### src/rtl/swk_pkg.sv
package swk_pkg;
   localparam int SWK_LVL_W = 3;
   localparam logic [SWK_LVL_W-1:0] SWK_LVL_OFF = '1;

   typedef enum logic [1:0] {
      SWK_RUN  = 2'd0,
      SWK_STOP = 2'd1,
      SWK_WAIT = 2'd2
   } swk_state_e;

   // log2 of the unscaled settle length for each select code
   function automatic int swk_wait_exp(input logic [1:0] code);
      case (code)
         2'd0:    return 10;
         2'd1:    return 13;
         2'd2:    return 15;
         default: return 17;
      endcase
   endfunction
endpackage

### src/rtl/swk_irq_pick.sv
module swk_irq_pick
   import swk_pkg::*;
#(
   parameter int NUM_SRC = 4
) (
   input  logic [NUM_SRC-1:0]           req,
   input  logic [NUM_SRC*SWK_LVL_W-1:0] lvl,
   output logic                         hit,
   output logic [SWK_LVL_W-1:0]         best_lvl
);
   logic                 c_hit [NUM_SRC+1];
   logic [SWK_LVL_W-1:0] c_lvl [NUM_SRC+1];

   assign c_hit[0] = 1'b0;
   assign c_lvl[0] = SWK_LVL_OFF;

   // linear chain: strict compare keeps the lower index on equal levels
   for (genvar i = 0; i < NUM_SRC; i++) begin : g_stage
      logic [SWK_LVL_W-1:0] my_lvl;
      logic                 qual, win;
      assign my_lvl = lvl[i*SWK_LVL_W +: SWK_LVL_W];
      assign qual   = req[i] && (my_lvl != SWK_LVL_OFF);
      assign win    = qual && (!c_hit[i] || (my_lvl < c_lvl[i]));
      assign c_hit[i+1] = c_hit[i] || qual;
      assign c_lvl[i+1] = win ? my_lvl : c_lvl[i];
   end

   assign hit      = c_hit[NUM_SRC];
   assign best_lvl = c_lvl[NUM_SRC];
endmodule

### src/rtl/swk_wait_timer.sv
module swk_wait_timer
   import swk_pkg::*;
#(
   parameter int SCALE = 0,
   parameter int CNT_W = 18 - SCALE
) (
   input  logic       clk,
   input  logic       por_n,
   input  logic       restart,
   input  logic       run,
   input  logic [1:0] sel,
   output logic       done
);
   if (SCALE < 0 || SCALE > 10) begin : g_bad_scale
      $error("swk_wait_timer: SCALE must lie in 0..10");
   end
   if (CNT_W < 18 - SCALE) begin : g_bad_width
      $error("swk_wait_timer: CNT_W too narrow for longest wait");
   end

   logic [CNT_W-1:0] cnt;
   logic [CNT_W-1:0] last;

   assign last = (CNT_W'(1) << (swk_wait_exp(sel) - SCALE)) - CNT_W'(1);
   assign done = run && (cnt == last);

   always_ff @(posedge clk or negedge por_n) begin
      if (!por_n)       cnt <= '0;
      else if (restart) cnt <= '0;
      else if (run)     cnt <= done ? '0 : cnt + CNT_W'(1);
   end
endmodule

### src/rtl/stop_wake_ctrl.sv
module stop_wake_ctrl
   import swk_pkg::*;
#(
   parameter int NUM_SRC = 4,
   parameter int SCALE   = 0,
   localparam int LVL_BITS = NUM_SRC * SWK_LVL_W
) (
   input  logic                 clk,
   input  logic                 por_n,
   input  logic                 tick,
   input  logic                 stop_req,
   input  logic                 sys_rst,
   input  logic [NUM_SRC-1:0]   irq_req,
   input  logic [LVL_BITS-1:0]  irq_lvl,
   input  logic [1:0]           wait_sel,
   input  logic                 ie_flag,
   input  logic [SWK_LVL_W-1:0] lvl_mask,
   output logic                 clk_en,
   output logic                 reset_seq_start,
   output logic                 resume,
   output logic                 take_irq
);
   if (NUM_SRC < 1) begin : g_bad_src
      $error("stop_wake_ctrl: NUM_SRC must be at least 1");
   end

   swk_state_e           state;
   logic                 path_rst;
   logic [1:0]           sel_q;
   logic [SWK_LVL_W-1:0] lvl_q;
   logic                 irq_hit;
   logic [SWK_LVL_W-1:0] irq_best;
   logic                 restart, run, fin;

   swk_irq_pick #(.NUM_SRC(NUM_SRC)) u_pick (
      .req      (irq_req),
      .lvl      (irq_lvl),
      .hit      (irq_hit),
      .best_lvl (irq_best)
   );

   always_comb begin
      restart = 1'b0;
      case (state)
         SWK_STOP: restart = sys_rst || irq_hit;
         SWK_WAIT: restart = sys_rst;
         default:  restart = 1'b0;
      endcase
   end

   assign run = (state == SWK_WAIT) && tick && !sys_rst;

   swk_wait_timer #(.SCALE(SCALE)) u_timer (
      .clk     (clk),
      .por_n   (por_n),
      .restart (restart),
      .run     (run),
      .sel     (sel_q),
      .done    (fin)
   );

   always_ff @(posedge clk or negedge por_n) begin
      if (!por_n) begin
         state           <= SWK_RUN;
         path_rst        <= 1'b0;
         sel_q           <= 2'd3;
         lvl_q           <= '0;
         reset_seq_start <= 1'b0;
         resume          <= 1'b0;
         take_irq        <= 1'b0;
      end else begin
         reset_seq_start <= 1'b0;
         resume          <= 1'b0;
         take_irq        <= 1'b0;
         case (state)
            SWK_RUN: if (stop_req) state <= SWK_STOP;
            SWK_STOP: begin
               if (sys_rst) begin
                  state    <= SWK_WAIT;
                  path_rst <= 1'b1;
                  sel_q    <= 2'd3;
               end else if (irq_hit) begin
                  state    <= SWK_WAIT;
                  path_rst <= 1'b0;
                  sel_q    <= wait_sel;
                  lvl_q    <= irq_best;
               end
            end
            SWK_WAIT: begin
               if (sys_rst) begin
                  path_rst <= 1'b1;
                  sel_q    <= 2'd3;
               end else if (fin) begin
                  state <= SWK_RUN;
                  if (path_rst) reset_seq_start <= 1'b1;
                  else begin
                     resume   <= 1'b1;
                     take_irq <= ie_flag && (lvl_q < lvl_mask);
                  end
               end
            end
            default: state <= SWK_RUN;
         endcase
      end
   end

   assign clk_en = (state == SWK_RUN);
endmodule


### config.mk
export PLATFORM = sky130hd
export DESIGN_NAME = stop_wake_ctrl
export DESIGN_NICKNAME = d
export VERILOG_FILES = /design/src/rtl/swk_pkg.sv /design/src/rtl/swk_irq_pick.sv /design/src/rtl/swk_wait_timer.sv /design/src/rtl/stop_wake_ctrl.sv
export SDC_FILE = /design/constraint.sdc
export NUM_CORES = 1
export LEC_CHECK = 0
export BUFFER_PORTS_ARGS = -buffer_cell sky130_fd_sc_hd__buf_4
export CORE_MARGIN = 1
export CORE_UTILIZATION = 55
export CTS_CLUSTER_SIZE = 14
export DETAILED_ROUTE_END_ITERATION = 10
export GPL_ROUTABILITY_DRIVEN = 0
export PLACE_DENSITY = 0.77
export SLEW_MARGIN = 0
export SYNTH_ARGS = -nofsm -noshare
export SYNTH_HDL_FRONTEND = slang
export SYNTH_SLANG_ARGS = --single-unit
export TNS_END_PERCENT = 30
### constraint.sdc
create_clock -name clk -period 3.7 [get_ports clk]
set_clock_uncertainty 0.15 [all_clocks]
set_input_delay 0.185 -clock clk [delete_from_list [all_inputs] [get_ports clk]]
set_output_delay 0.185 -clock clk [all_outputs]
set_load 0.05 [all_outputs]
* Yosys cells after proc, flatten, opt, wreduce, memory -nomap -nowiden
Cells that the tools add are included.
** Operators by class
- Add/subtract/negate cells :: 2
- Equality and inequality tests :: 14
- Shifts and indexed selects :: 1
- Bitwise gates (word level) :: 1
- Multiplexer cells :: 35
- Reductions and logical operators :: 29
- Order comparisons :: 4
** Operators by type and width (count)
- $mux 18 :: 3
- $add 18x1->18 const B :: 1
- $eq 18x18->1 :: 1
- $shl 1x5->18 const A :: 1
- $sub 18x2->18 const B :: 1
- $mux 2 :: 8
- $mux 1 :: 15
- $ne 3x3->1 const B :: 5
- $pmux 5 s3 :: 1
- $lt 3x3->1 :: 4
- $mux 3 :: 4
- $logic_and 1x1->1 :: 11
- $logic_or 1x1->1 :: 7
- $ne 2x2->1 const B :: 3
- $pmux 2 s3 :: 1
- $reduce_and 3->1 :: 2
- $eq 2x1->1 const B :: 2
- $eq 2x2->1 const B :: 2
- $logic_not 1->1 :: 4
- $logic_not 2->1 :: 2
- $pmux 1 s2 :: 2
- $pmux 2 s2 :: 1
- $reduce_and 4->1 :: 1
- $reduce_bool 2->1 :: 2
- other kinds (2) :: 2
** Storage, ports and cells
- Input bits :: 27
- Output and inout port bits :: 4
- Register bits after elaboration :: 29

* Depth between registers and ports, before layout
- Word-level depth :: 15
- Depth in mapped cells :: 23

* By module
Synthesis repeated with hierarchy kept, for this count alone.
** Second synthesis, totals
- Cells, all modules :: 266
- Area total of the unflattened synthesis :: 2389.8 sq um
** By module, submodules not included
- swk_wait_timer :: cells an instance 128, seq. area each 450.4 sq um, instances 1, area each 1209.9 sq um
- stop_wake_ctrl :: cells an instance 55, seq. area each 277.8 sq um, instances 1, area each 618.1 sq um
- swk_irq_pick :: cells an instance 83, seq. area each 0.0 sq um, instances 1, area each 561.8 sq um

* Least setup slack after synthesis
OpenSTA, ideal clock, no wires.
- Kind :: in2reg
- Start point :: in irq_lvl[2]
- End point :: reg lvl_q[2]
- Cell stages on the path :: 21
- Arrival time :: 3.735 ns
- Slack :: -0.309 ns
- Cell sequence :: nand2b_1 inv_1 ha_1 a31oi_1 nand2_1 o21ai_0 nand2_1 o21ai_0 inv_1 ha_1 inv_1 a221oi_1 a2111oi_1 nor3_1 mux2i_2 ha_1 a211o_1 o41ai_1 a31oi_2 mux2i_1 mux2_2
** Between the ends
- Word-level cells in the longest chain between the ends :: 15
- Elaborated cells between the ends (all ways) :: 22
** Ends and longest elaborated chain
- start, declared :: RTL line stop_wake_ctrl.sv:14 : input logic [LVL_BITS-1:0] irq_lvl,
- $ne 3x3->1 :: RTL line swk_irq_pick.sv:22 : assign qual = req[i] && (my_lvl != SWK_LVL_OFF);
- $logic_and 1x1->1 :: RTL line swk_irq_pick.sv:22
- $mux 3 :: RTL line swk_irq_pick.sv:25 : assign c_lvl[i+1] = win ? my_lvl : c_lvl[i];
- $lt 3x3->1 :: RTL line swk_irq_pick.sv:23 : assign win = qual && (!c_hit[i] || (my_lvl < c_lvl[i]));
- $logic_or 1x1->1 :: RTL line swk_irq_pick.sv:23
- $logic_and 1x1->1 :: RTL line swk_irq_pick.sv:23
- $mux 3 :: RTL line swk_irq_pick.sv:25
- $lt 3x3->1 :: RTL line swk_irq_pick.sv:23
- $logic_or 1x1->1 :: RTL line swk_irq_pick.sv:23
- $logic_and 1x1->1 :: RTL line swk_irq_pick.sv:23
- $mux 3 :: RTL line swk_irq_pick.sv:25
- $lt 3x3->1 :: RTL line swk_irq_pick.sv:23
- $logic_or 1x1->1 :: RTL line swk_irq_pick.sv:23
- $logic_and 1x1->1 :: RTL line swk_irq_pick.sv:23
- $mux 3 :: RTL line swk_irq_pick.sv:25
- end signal, assigned :: RTL line stop_wake_ctrl.sv:86 : lvl_q <= irq_best;
- end, declared :: RTL line stop_wake_ctrl.sv:30 : logic [SWK_LVL_W-1:0] lvl_q;
Parallel ways exist; a longest one is shown, timed or not.
A chain may end at the register's enable or synchronous reset.

* Worst setup path after layout
- Start point :: in irq_lvl[2]
- End point :: reg lvl_q[1]
Same word-level chain as after synthesis.

==> run_results.csv <==
group,metric,value,unit
run_status,outcome,"complete, no violations",
power_and_ir_drop,combPwrFrac,25.7,%
grt,antenna_found_initial,0,
sta,max_slew_margin,61.70,%
power_and_ir_drop,p_leak,1.226,nW
clock_tree,h-tree-depth,2,
drt,drc_errors,0,
drt,drt-wirelength-per-cell,13.53,um
setup_path,worstPathArrival,3640,ps
synth,synth_top_area_cell,"dfrtp_1",
place,place_ws,-261.7,ps
sta,setup_viol,0,
sta,rsz0062_at_grt,"yes",
sta,holdWs,41.59,ps
synth,synth-warning-count,0,
setup_path,path_class,"input pin to flop",
cells_and_area,seqCellArea,728.2,um2
floorplanning,die_h,63.80,um
worst_hold_path,hold_depth,2,
sta,fmax,275.3,MHz
setup_path,cp_data_required_time,3710,ps
power_and_ir_drop,peakVddDrop,0.0001410,V
setup_path,critPathMaxFanout,4,
sta,final_max_slew_viol_count,0,
grt,grt_pass1_vias,1985,
synth,synth-seq-area-share,34.66,%
clock_tree,cts.sinks,29,
grt,grtUsageTotal,25.94,%
setup_path,worst_setup_path_end_kind,"flop",
grt,grt_pass1_wl,8.252,mm
drt,via_per_inst,5.660,
drt,first_iter_violations,101,
drt,vias,1981,
sta,layout_min_cycle_time,3632,ps
floorplanning,pin_count,31,
sta,tightest_slew,573.9,ps
clock_tree,tritoncts,"built",
clock_tree,cts-root-buf,"clkbuf_8",
synth,synth_cells,248,
drt,routed_wl,4.734,mm
floorplanning,std_cell_rows,22,
sta,final.setup.tns,0,ps
place,io_buffers,30,
sta,hold_violations,0,
synth,synth-main-ff-cell,"dfrtp_1",
cells_and_area,final_nets,339,
floorplanning,coreArea,3661,um2
place,placed_area,2550,um2
flow_run,maxCapViolations,0,
synth,postSynthAreaPerCell,8.471,um2
place,post-dp-hpwl,3.608,mm
sta,setup_slack,68.15,ps
cells_and_area,mostFrequentLayoutCell,"buf_4",
cells_and_area,layout_common_cells,"buf_4 (47), dfrtp_1 (27), nor2_1 (25)",
power_and_ir_drop,p_int,0.0005506,W
power_and_ir_drop,p_seq_share,42.1,%
sta,finalCritPeriodShare,98.16,%
floorplanning,die_x,63.80,um
synth,synth-edff-count,0,
grt,grt_max_degree,30,
setup_path,reg2regPathDepth,8,
synth,async_reset_ff_share,100.0,%
setup_path,critPathLaunchType,"input pin",
synth,synth.net_count,286,
power_and_ir_drop,p_sw,0.0002279,W
clock_tree,clock_latency,280,ps
power_and_ir_drop,power_density,288.3,nW/um2
grt,gr-total-overflow,0,
drt,antenna_left,0,
clock_tree,numCtsBuffers,5,
synth,synthTopCellsByArea,"dfrtp_1 (32%), ha_1 (6.6%), nand2_1 (4.5%), nor2_1 (4.5%), nand3_1 (3.8%)",
synth,ys_seq_elements,29,
clock_tree,cts.clk_slew.worst_paths,60,ps
power_and_ir_drop,swShare,29.27,%
synth,synth_top_area_share,32.16,%
drt,firstDrtPassIters,4,
power_and_ir_drop,p_clk_share,32.2,%
cells_and_area,fillCellCount,292,
worst_hold_path,hp-class,"input pin to flop",
floorplanning,dieArea,4070,um2
cells_and_area,n_antenna_cell,0,
cells_and_area,multi_input_area,1381,um2
synth,yosys.cell_types.count,55,
floorplanning,initial_core_util,57.38,%
cells_and_area,stdcell_area,2700,um2
synth,synth_area,2101,um2
cells_and_area,syn2layout_area_growth,28.53,%
clock_tree,cts_buffer_depth,2,
cells_and_area,drive_gt1_share,29.14,%
## flip-flops by register name, indices dropped and copies added (netlist names)
| name | count |
|---|---|
| state | 2 |
| sel_q | 2 |
| take_irq | 1 |
| u_timer.cnt | 18 |
| lvl_q | 3 |
| resume | 1 |
| reset_seq_start | 1 |
| path_rst | 1 |
## Yosys cell counts (all sizes together) (3+ instances only)
master,number
a2111oi,3
nand3,16
xnor2,8
a31oi,6
nand2,25
and3,5
or3,5
nor3,12
inv,21
ha,11
nor2b,4
o21ai,17
mux2,3
nor2,25
mux2i,3
o22ai,3
dfrtp,27
a21oi,12
a22oi,3
nand4,4
nand2b,4
## logic make-up (layout without fill, tap and decap cells)
| kind of cell | count (synthesis) | count (layout) | synth area share (%) |
|---|---|---|---|
| DFF | 29 | 29 | 34.66 |
| buffers and inverters | 23 | 77 | 4.169 |
| and+or+nand+nor | 107 | 107 | 25.37 |
| muxes | 6 | 6 | 3.216 |
| AOI/OAI and AO/OA | 62 | 62 | 21.86 |
| xor gates and xnor gates | 10 | 10 | 4.169 |
| adders and majority gates | 11 | 11 | 6.551 |
## what timing repair did
| item | in CTS | in global routing |
|---|---|---|
| endpoints found under the setup margin | 0 | 3 |
| gates resized for setup | 0 | 8 |
| hold buffers | 1 | 0 |
| endpoints found under the hold margin | 29 | 0 |
| buffers inserted | 0 | 2 |
## stage by stage
step	total power (W)	util [%]	std cells
3_5_place_dp	0.0005161	69.65	339
5_1_grt	0.0008179	73.75	350
3_3_place_gp	0.0005135	69.65	339
6_report	0.0007784	73.75	350
2_1_floorplan	0.0004405	-	248
4_1_cts	0.0007703	72.28	348
## worst paths after layout
check / from / to / slack [ps]
setup / recovery: irq_lvl[2] / lvl_q[1]$_DFFE_PN0P_ / 70
hold / removal: ie_flag / take_irq$_DFF_PN0_ / 40
setup reg to reg: state[0]$_DFFE_PN0P_ / state[0]$_DFFE_PN0P_ / 1030
hold reg to reg: path_rst$_DFFE_PN0P_ / resume$_DFF_PN0_ / 320
max in group asynchronous: por_n / sel_q[0]$_DFFE_PN1P_ / 2880
min in group asynchronous: por_n / u_timer.cnt[15]$_DFFE_PN0P_ / 210
## power groups by stage
| stage | logic, W | registers, W | clock network (W) |
|---|---|---|---|
| final | 0.000200 | 0.000328 | 0.000251 |
| after global routing | 0.000222 | 0.000328 | 0.000268 |
| after CTS | 0.000184 | 0.000328 | 0.000259 |
| after detailed placement | 0.000183 | 0.000333 | 0 |
| after global placement | 0.000181 | 0.000333 | 0 |
| after floorplan | 0.000109 | 0.000331 | 0 |
## worst max-delay path, stage by stage
cell and delay [ps]:
buf_4 110, nand2b_4 140, inv_4 60, ha_4 210, a31oi_4 150, nand2_2 90
o21ai_1 120, nand2_1 70, o21ai_2 70, inv_2 60, ha_4 260, inv_2 40
a221oi_2 210, a2111oi_2 100, nor3_2 220, mux2i_2 270, ha_2 200, a211o_1 190
a21oi_2 50, nor2_1 140, o41ai_2 90, a31oi_2 220, mux2i_1 110, mux2_2 260
## routing by layer
| layer | up-vias | global-route usage [%] | share of wire [%] |
|---|---|---|---|
| li1 | 1006 | - | - |
| met2 | 49 | 43.48 | 51 |
| met5 | - | 0 | 0 |
| met1 | 920 | 31.69 | 44 |
| met4 | 0 | 11.93 | 1.4 |
| met3 | 6 | 5.536 | 3.6 |
## layout make-up
cell class	instances	share of cell area, %
multi-input cells	196	51.16
flip-flops and latches	29	26.97
repair buffers	48	13.44
inverters	21	3.012
clock buffers	5	2.549
well taps	48	2.224
clock inverters	3	0.6487
Note: power is estimated with default switching activity, not from simulation.
